`src/rtl/fbdiv_pkg.sv`:
```
package fbdiv_pkg;
    localparam int MOD_W_DEF  = 7;
    localparam int FRAC_W_DEF = 32;
    localparam int OFS_W_DEF  = 4;
    localparam int RST_M_DEF  = 16;

    typedef enum logic {
        DIV_INTEGER    = 1'b0,
        DIV_FRACTIONAL = 1'b1
    } div_mode_e;
endpackage

```
`src/rtl/fbdiv_prescaler.sv`:
```
module fbdiv_prescaler (
    input  logic clk,
    input  logic rst_n,
    output logic tick_o
);
    typedef struct packed {
        logic phase;
    } pre_st_t;

    pre_st_t st_d, st_q;

    always_comb begin
        st_d       = st_q;
        st_d.phase = ~st_q.phase;
    end

    always_ff @(posedge clk or negedge rst_n) begin
        if (!rst_n) st_q <= '0;
        else        st_q <= st_d;
    end

    assign tick_o = st_q.phase;

    assert_tick_alternates_R1: assert property (@(posedge clk) disable iff (!rst_n)
        tick_o |=> !tick_o);
endmodule

```
`src/rtl/fbdiv_cfg_check.sv`:
```
module fbdiv_cfg_check
    import fbdiv_pkg::*;
#(
    parameter int MOD_W   = MOD_W_DEF,
    parameter int FRAC_W  = FRAC_W_DEF,
    parameter int RST_M   = RST_M_DEF,
    parameter int INT_MIN = 8,
    parameter int INT_MAX = 127,
    parameter int FR_MIN  = 11,
    parameter int FR_MAX  = 123
) (
    input  logic              clk,
    input  logic              rst_n,
    input  logic              frac_i,
    input  logic [MOD_W-1:0]  m_i,
    input  logic [FRAC_W-1:0] k_i,
    output logic              act_frac_o,
    output logic [MOD_W-1:0]  act_m_o,
    output logic [FRAC_W-1:0] act_k_o,
    output logic              err_o
);
    localparam int KW = FRAC_W + 8;
    localparam logic [KW-1:0] LO_LIM = KW'(1) << FRAC_W;
    localparam logic [KW-1:0] HI_LIM = LO_LIM * KW'(99);

    typedef struct packed {
        div_mode_e         mode;
        logic [MOD_W-1:0]  m;
        logic [FRAC_W-1:0] k;
        logic              err;
    } cfg_st_t;

    cfg_st_t st_d, st_q;

    logic [MOD_W:0] m_w;
    logic [KW-1:0]  k100;
    logic           m_int_ok, m_fr_ok, k_ok, legal;

    always_comb begin
        m_w      = {1'b0, m_i};
        k100     = KW'(k_i) * KW'(100);
        m_int_ok = (m_w >= (MOD_W+1)'(INT_MIN)) && (m_w <= (MOD_W+1)'(INT_MAX));
        m_fr_ok  = (m_w >= (MOD_W+1)'(FR_MIN))  && (m_w <= (MOD_W+1)'(FR_MAX));
        k_ok     = (k100 > LO_LIM) && (k100 < HI_LIM);
        legal    = frac_i ? (m_fr_ok && k_ok) : m_int_ok;

        st_d     = st_q;
        st_d.err = !legal;
        if (legal) begin
            st_d.mode = frac_i ? DIV_FRACTIONAL : DIV_INTEGER;
            st_d.m    = m_i;
            st_d.k    = frac_i ? k_i : '0;
        end
    end

    always_ff @(posedge clk or negedge rst_n) begin
        if (!rst_n) begin
            st_q.mode <= DIV_INTEGER;
            st_q.m    <= MOD_W'(RST_M);
            st_q.k    <= '0;
            st_q.err  <= 1'b0;
        end else begin
            st_q <= st_d;
        end
    end

    assign act_frac_o = (st_q.mode == DIV_FRACTIONAL);
    assign act_m_o    = st_q.m;
    assign act_k_o    = st_q.k;
    assign err_o      = st_q.err;

    assert_err_holds_m_R7: assert property (@(posedge clk) disable iff (!rst_n)
        err_o |-> (act_m_o == $past(act_m_o)) && (act_k_o == $past(act_k_o)));

    assert_int_k_zero_R4: assert property (@(posedge clk) disable iff (!rst_n)
        !act_frac_o |-> (act_k_o == '0));
endmodule

```
`src/rtl/fbdiv_mash.sv`:
```
module fbdiv_mash
    import fbdiv_pkg::*;
#(
    parameter int FRAC_W = FRAC_W_DEF,
    parameter int OFS_W  = OFS_W_DEF
) (
    input  logic                    clk,
    input  logic                    rst_n,
    input  logic                    step_i,
    input  logic                    frac_en_i,
    input  logic [FRAC_W-1:0]       k_i,
    output logic signed [OFS_W-1:0] offset_o
);
    typedef struct packed {
        logic [FRAC_W-1:0] acc1;
        logic [FRAC_W-1:0] acc2;
        logic [FRAC_W-1:0] acc3;
        logic              c2_z;
        logic              c3_z1;
        logic              c3_z2;
    } mash_st_t;

    mash_st_t st_d, st_q;

    logic [FRAC_W:0]  s1, s2, s3;
    logic [OFS_W-1:0] y;

    always_comb begin
        s1 = {1'b0, st_q.acc1} + {1'b0, k_i};
        s2 = {1'b0, st_q.acc2} + {1'b0, s1[FRAC_W-1:0]};
        s3 = {1'b0, st_q.acc3} + {1'b0, s2[FRAC_W-1:0]};
        // third-order noise shaping: c1 + d(c2) + d2(c3)
        y  = OFS_W'(s1[FRAC_W]) + OFS_W'(s2[FRAC_W]) - OFS_W'(st_q.c2_z)
           + OFS_W'(s3[FRAC_W]) - OFS_W'({st_q.c3_z1, 1'b0}) + OFS_W'(st_q.c3_z2);
        offset_o = frac_en_i ? $signed(y) : '0;

        st_d = st_q;
        if (step_i) begin
            if (frac_en_i) begin
                st_d.acc1  = s1[FRAC_W-1:0];
                st_d.acc2  = s2[FRAC_W-1:0];
                st_d.acc3  = s3[FRAC_W-1:0];
                st_d.c2_z  = s2[FRAC_W];
                st_d.c3_z1 = s3[FRAC_W];
                st_d.c3_z2 = st_q.c3_z1;
            end else begin
                st_d = '0;
            end
        end
    end

    always_ff @(posedge clk or negedge rst_n) begin
        if (!rst_n) st_q <= '0;
        else        st_q <= st_d;
    end

    assert_offset_range_R6: assert property (@(posedge clk) disable iff (!rst_n)
        frac_en_i |-> ($signed(offset_o) >= -3) && ($signed(offset_o) <= 4));

    assert_idle_between_steps_R10: assert property (@(posedge clk) disable iff (!rst_n)
        !step_i |=> $stable(st_q));
endmodule

```
`src/rtl/fbdiv_modcounter.sv`:
```
module fbdiv_modcounter
    import fbdiv_pkg::*;
#(
    parameter int MOD_W = MOD_W_DEF,
    parameter int OFS_W = OFS_W_DEF
) (
    input  logic                    clk,
    input  logic                    rst_n,
    input  logic                    tick_i,
    input  logic [MOD_W-1:0]        base_m_i,
    input  logic signed [OFS_W-1:0] offset_i,
    output logic                    load_o,
    output logic                    fb_o
);
    typedef struct packed {
        logic [MOD_W-1:0] cnt;
        logic [MOD_W-1:0] half;
        logic [MOD_W-1:0] modv;
        logic             fb;
    } cnt_st_t;

    cnt_st_t st_d, st_q;

    logic [MOD_W-1:0] ofs_ext, new_mod, cnt_dec;

    always_comb begin
        ofs_ext = {{(MOD_W-OFS_W){offset_i[OFS_W-1]}}, offset_i};
        new_mod = base_m_i + ofs_ext;
        cnt_dec = st_q.cnt - 1'b1;
        load_o  = tick_i && (st_q.cnt == '0);

        st_d = st_q;
        if (load_o) begin
            st_d.modv = new_mod;
            st_d.cnt  = new_mod - 1'b1;
            st_d.half = new_mod >> 1;
            st_d.fb   = 1'b1;
        end else if (tick_i) begin
            st_d.cnt = cnt_dec;
            st_d.fb  = (cnt_dec >= st_q.half);
        end
    end

    always_ff @(posedge clk or negedge rst_n) begin
        if (!rst_n) st_q <= '0;
        else        st_q <= st_d;
    end

    assign fb_o = st_q.fb;

    assert_cnt_step_R10: assert property (@(posedge clk) disable iff (!rst_n)
        (tick_i && st_q.cnt != '0) |=> (st_q.cnt == $past(st_q.cnt) - 1'b1));

    assert_mod_hold_R10: assert property (@(posedge clk) disable iff (!rst_n)
        !load_o |=> $stable(st_q.modv));

    assert_rise_at_load_R8: assert property (@(posedge clk) disable iff (!rst_n)
        $rose(fb_o) |-> $past(load_o));
endmodule

```
`src/rtl/fracn_fb_divider.sv`:
```
module fracn_fb_divider
    import fbdiv_pkg::*;
#(
    parameter int MOD_W  = MOD_W_DEF,
    parameter int FRAC_W = FRAC_W_DEF,
    parameter int OFS_W  = OFS_W_DEF,
    parameter int RST_M  = RST_M_DEF
) (
    input  logic              clk_vco,
    input  logic              rst_n,
    input  logic              frac_mode,
    input  logic [MOD_W-1:0]  m_div,
    input  logic [FRAC_W-1:0] k_frac,
    output logic              fb_clk,
    output logic              param_error
);
    logic                    tick;
    logic                    act_frac;
    logic [MOD_W-1:0]        act_m;
    logic [FRAC_W-1:0]       act_k;
    logic                    load;
    logic signed [OFS_W-1:0] offset;

    fbdiv_prescaler u_pre (
        .clk    (clk_vco),
        .rst_n  (rst_n),
        .tick_o (tick)
    );

    fbdiv_cfg_check #(
        .MOD_W (MOD_W),
        .FRAC_W(FRAC_W),
        .RST_M (RST_M)
    ) u_cfg (
        .clk        (clk_vco),
        .rst_n      (rst_n),
        .frac_i     (frac_mode),
        .m_i        (m_div),
        .k_i        (k_frac),
        .act_frac_o (act_frac),
        .act_m_o    (act_m),
        .act_k_o    (act_k),
        .err_o      (param_error)
    );

    fbdiv_mash #(
        .FRAC_W(FRAC_W),
        .OFS_W (OFS_W)
    ) u_mash (
        .clk       (clk_vco),
        .rst_n     (rst_n),
        .step_i    (load),
        .frac_en_i (act_frac),
        .k_i       (act_k),
        .offset_o  (offset)
    );

    fbdiv_modcounter #(
        .MOD_W(MOD_W),
        .OFS_W(OFS_W)
    ) u_cnt (
        .clk      (clk_vco),
        .rst_n    (rst_n),
        .tick_i   (tick),
        .base_m_i (act_m),
        .offset_i (offset),
        .load_o   (load),
        .fb_o     (fb_clk)
    );
endmodule

```
`config.mk`:
```
export PLATFORM = sky130hd
export DESIGN_NAME = fracn_fb_divider
export DESIGN_NICKNAME = d
export VERILOG_FILES = /design/src/rtl/fbdiv_pkg.sv /design/src/rtl/fbdiv_prescaler.sv /design/src/rtl/fbdiv_cfg_check.sv /design/src/rtl/fbdiv_mash.sv /design/src/rtl/fbdiv_modcounter.sv /design/src/rtl/fracn_fb_divider.sv
export SDC_FILE = /design/constraint.sdc
export NUM_CORES = 1
export LEC_CHECK = 0
export CORE_MARGIN = 2
export CORE_UTILIZATION = 60
export CTS_CLUSTER_SIZE = 20
export DETAILED_ROUTE_END_ITERATION = 8
export DONT_BUFFER_PORTS = 1
export PLACE_DENSITY = 0.79
export SYNTH_ARGS = -nofsm -noshare
export SYNTH_HDL_FRONTEND = slang
export SYNTH_SLANG_ARGS = --single-unit
```
`constraint.sdc`:
```
create_clock -name clk_vco -period 8.6 [get_ports clk_vco]
set_clock_uncertainty 0.05 [all_clocks]
set_input_delay 0.86 -clock clk_vco [delete_from_list [all_inputs] [get_ports clk_vco]]
set_output_delay 0.86 -clock clk_vco [all_outputs]
set_load 0.005 [all_outputs]
```
==> impl_metrics.toml <==
[placed_design]
hpwl_mm = 26.18
gp_congestion = 0.9584
io_buffer_count = 0
dp.cells = 2048

[clock_tree]
clockBufferDepth = 2
htreeDepth = 4
clk_pin_slew_ps = 80
clock_sinks = 155
cts_made_buffers = 17
cts_root_buf = "clkbuf_16"
clock_latency_ps = 440
cts_tree = "built"

[worst_setup_path]
crit_required_ps = 8870
cp_slowest_cell = "fa_1"
worstPathArrival_ps = 8930
cp_slowest_stage_delay_ps = 480
reg2regPathDepth = 42
worstReg2RegStart = "u_cfg.act_k_o[0]$_DFFE_PN0N_"
start_kind = "flip-flop"
ff2ff_setup_slack_ps = -60
crit_top_cell = "a21o_1"
critPathKind = "flip-flop to flip-flop"
cp-end-kind = "flip-flop"
r2r-end = "u_cnt.st_q[20]$_DFFE_PN0P_"
cp_max_fo = 4

[die]
die_x_um = 161.6
io_pins = 44
start_util = 0.6124
fp.dieH_um = 161.6
rows = 57
die_area_mm2 = 0.02610
core_area_mm2 = 0.02432

[timing]
rsz0062_at_grt = "true"
setup_viol = 3
hold_viol_final = 0
min_period_over_period = 1.007
max_freq_ghz = 0.1155
relSlewSlack = 0.2339
drv_slew = 0
tightest_slew_ps = 1146
layout_setup_ws_ps = -58.69
whs_ps = 66.08
fin_crit_ps = 8659

[synthesis]
ys_seq_area_frac = 0.2605
synth-seq-cells = 155
synth_edf_count = 0
synth.cell_area_mm2 = 0.01489
synth_area_per_cell_um2 = 8.685
syn_nets = 2006
synth.distinct_cells = 83
yosysWarnings = 0
synth_cells = 1715
synthFlopType = "dfrtp_1"
async_flop_share = 1.000

[min_path]
hold_class = "input port to async pin"

[layout]
antennaDiodeCount = 0
syn2layout_area_growth_pct = 12.84
stdcell_count = 2109
final-seq-area_mm2 = 0.003880
fin_util = 0.6911
fillCellCount = 1814
final_layout_size_suffix_gt1_frac = 0.1221
nNetsFinal = 2063
multiInputGateArea_mm2 = 0.01048

[power]
combPwrFrac = 0.737
internal_power_mw = 3.863
finalPower_mw = 7.326
sw_frac_of_total = 0.4727
p_clk_frac = 0.103
p_switching_mw = 3.463
p_leak_nw = 8.660
powerDensity_mw_per_mm2 = 435.9
ir_drop_mv = 0.2024
power_frac_seq = 0.160

[status]
violations = "setup timing"
status = "finished, violations left"

[grt]
grt_use_total = 0.2724
grt_pass1_vias = 12550
grt_pass1_wl_mm = 59.11
overflow = 0
grt_max_degree = 156
grt_antenna_before_repair = 0

[routing]
first_iter_violations = 917
wl_per_cell_um = 17.15
drt_wl_total_mm = 36.17
vias_per_cell = 6.110
num_vias = 12890
dr.pass1.iters = 7
drc = 0
postRouteAntennaNets = 0

[run]
max-cap-violations = 0
power by group through the flow:
stage                     combinational [mW]  clock [mW]  sequential (mW)
after global placement                  4.60           0             1.16
after CTS                               4.99       0.757             1.16
after global routing                    5.93       0.793             1.20
final                                   5.40       0.754             1.17
after floorplan                         3.54           0             1.10
after detailed placement                4.77           0             1.16
cells in the final DEF, fill, tap and decap left out, drive strengths merged, types with 10 or more instances in the layout:
master and n:
fa 33, nand2b 11, mux2 10, ha 216
dfrtp 154, o21a 13, xor2 47, a22o 61
mux2i 10, nand4 11, and3 22, a31oi 16
nand2 119, nor2 80, o211ai 14, o21bai 21
a21oi 106, nor2b 18, a21o 75, o21ai 140
buf 93, and2 13, a211oi 12, nand3 55
xnor2 59, nor3 25, inv 210, clkbuf 17
Yosys cell counts, drive strengths merged, types with 5 or more instances:
cell type | number | area (um^2)
a21o | 75 | 563.0
o21ai | 140 | 700.7
xor2 | 47 | 411.6
o2111ai | 5 | 43.79
inv | 200 | 750.7
a21oi | 106 | 534.3
mux2 | 10 | 123.9
or3 | 5 | 31.28
a211oi | 12 | 95.09
nor3 | 25 | 125.1
o21bai | 21 | 157.7
nand3 | 55 | 275.3
nand4 | 11 | 68.82
o21a | 13 | 97.59
nand3b | 6 | 45.04
nand2b | 11 | 68.82
a311oi | 8 | 70.07
ha | 216 | 2703
nor2b | 18 | 112.6
buf | 9 | 55.05
a221oi | 6 | 52.55
or2 | 7 | 43.79
o41ai | 5 | 43.79
a31oi | 16 | 121.4
o31ai | 9 | 72.57
a22o | 61 | 534.3
mux2i | 10 | 100.1
fa | 33 | 660.6
o311ai | 5 | 43.80
nor2 | 80 | 300.3
and3 | 22 | 137.6
xnor2 | 59 | 516.8
nand2 | 119 | 446.7
and2 | 13 | 81.33
clkbuf | 46 | 172.7
a2111oi | 8 | 76.32
dfrtp | 154 | 3854
o211ai | 14 | 110.1
metal layers:
| metal | global-route usage | vias up | wire (um) |
|---|---|---|---|
| met5 | 0 | - | 0 |
| met4 | 0.09050 | 0 | 809 |
| met3 | 0.03980 | 59 | 1947 |
| met2 | 0.4571 | 388 | 17400 |
| met1 | 0.3628 | 6179 | 16010 |
| li1 | - | 6260 | - |
how the worst max path moves through the flow:
| stage | startpoint | to | slack, ps |
|---|---|---|---|
| detailed placement | u_cfg.act_k_o[0]$_DFFE_PN0N_ | u_cnt.st_q[21]$_DFFE_PN0P_ | -570 |
| global placement | u_cfg.act_k_o[0]$_DFFE_PN0N_ | u_cnt.st_q[20]$_DFFE_PN0P_ | -100 |
| finish | u_cfg.act_k_o[0]$_DFFE_PN0N_ | u_cnt.st_q[20]$_DFFE_PN0P_ | -60 |
| CTS | u_cfg.act_k_o[0]$_DFFE_PN0N_ | u_cnt.st_q[20]$_DFFE_PN0P_ | 0.9 |
| floorplan | u_cfg.act_k_o[0]$_DFFE_PN0N_ | u_cnt.st_q[20]$_DFFE_PN0P_ | 110 |
| global route | u_mash.st_q[68]$_DFFE_PN0P_ | u_cnt.st_q[21]$_DFFE_PN0P_ | -430 |
registers in the layout, summed over array words and instances, names as in the netlist:
name / flops
u_cnt.st_q: 13
u_cfg.act_k_o: 32
u_pre.tick_o: 1
u_cnt.fb_o: 1
u_cfg.act_m_o: 7
u_mash.st_q: 99
u_cfg.err_o: 1
u_cfg.act_frac_o: 1
kinds of logic after synthesis:
| group | count (synthesis) | synth area share |
|---|---|---|
| mux | 20 | 0.01504 |
| buf+inv | 255 | 0.06569 |
| fa+ha+maj | 249 | 0.2258 |
| compound gates | 542 | 0.2455 |
| xor+xnor | 106 | 0.06233 |
| simple gates | 388 | 0.1252 |
| flops | 155 | 0.2605 |
final cells by class:
cell class                 count  area share
inverter                     200     0.04467
clock inverter                15    0.009753
tap                          324     0.02412
sequential                   155      0.2309
timing repair buffer          93     0.04177
multi-input combinational   1305      0.6235
clock buffer                  17     0.02531
critical path, delay by kind of cell (launching register included):
family,cells,cell delay (ps)
simple gates,4,690
compound gates,21,3500
fa+ha+maj,8,2610
xor+xnor,4,540
buf+inv,4,470
mux,1,290
flops,1,400
metrics by stage:
stage               setup WS (ps)  setup TNS [ps]  area (um^2)
CTS                        0.8722               0        16390
global route               -434.3           -2304        16810
finish                     -58.69          -152.7        16810
global placement           -100.2          -232.1        15590
floorplan                   107.2               0        14890
detailed placement         -572.1           -2646        15590
repair_timing:
action,in CTS,in global routing
pin swaps,14,73
buffers inserted,12,17
cloned,0,0
gates resized for setup,26,52
endpoints found under the setup margin,9,10
hold buffers,0,0
Power figures use the tool's default switching activity.
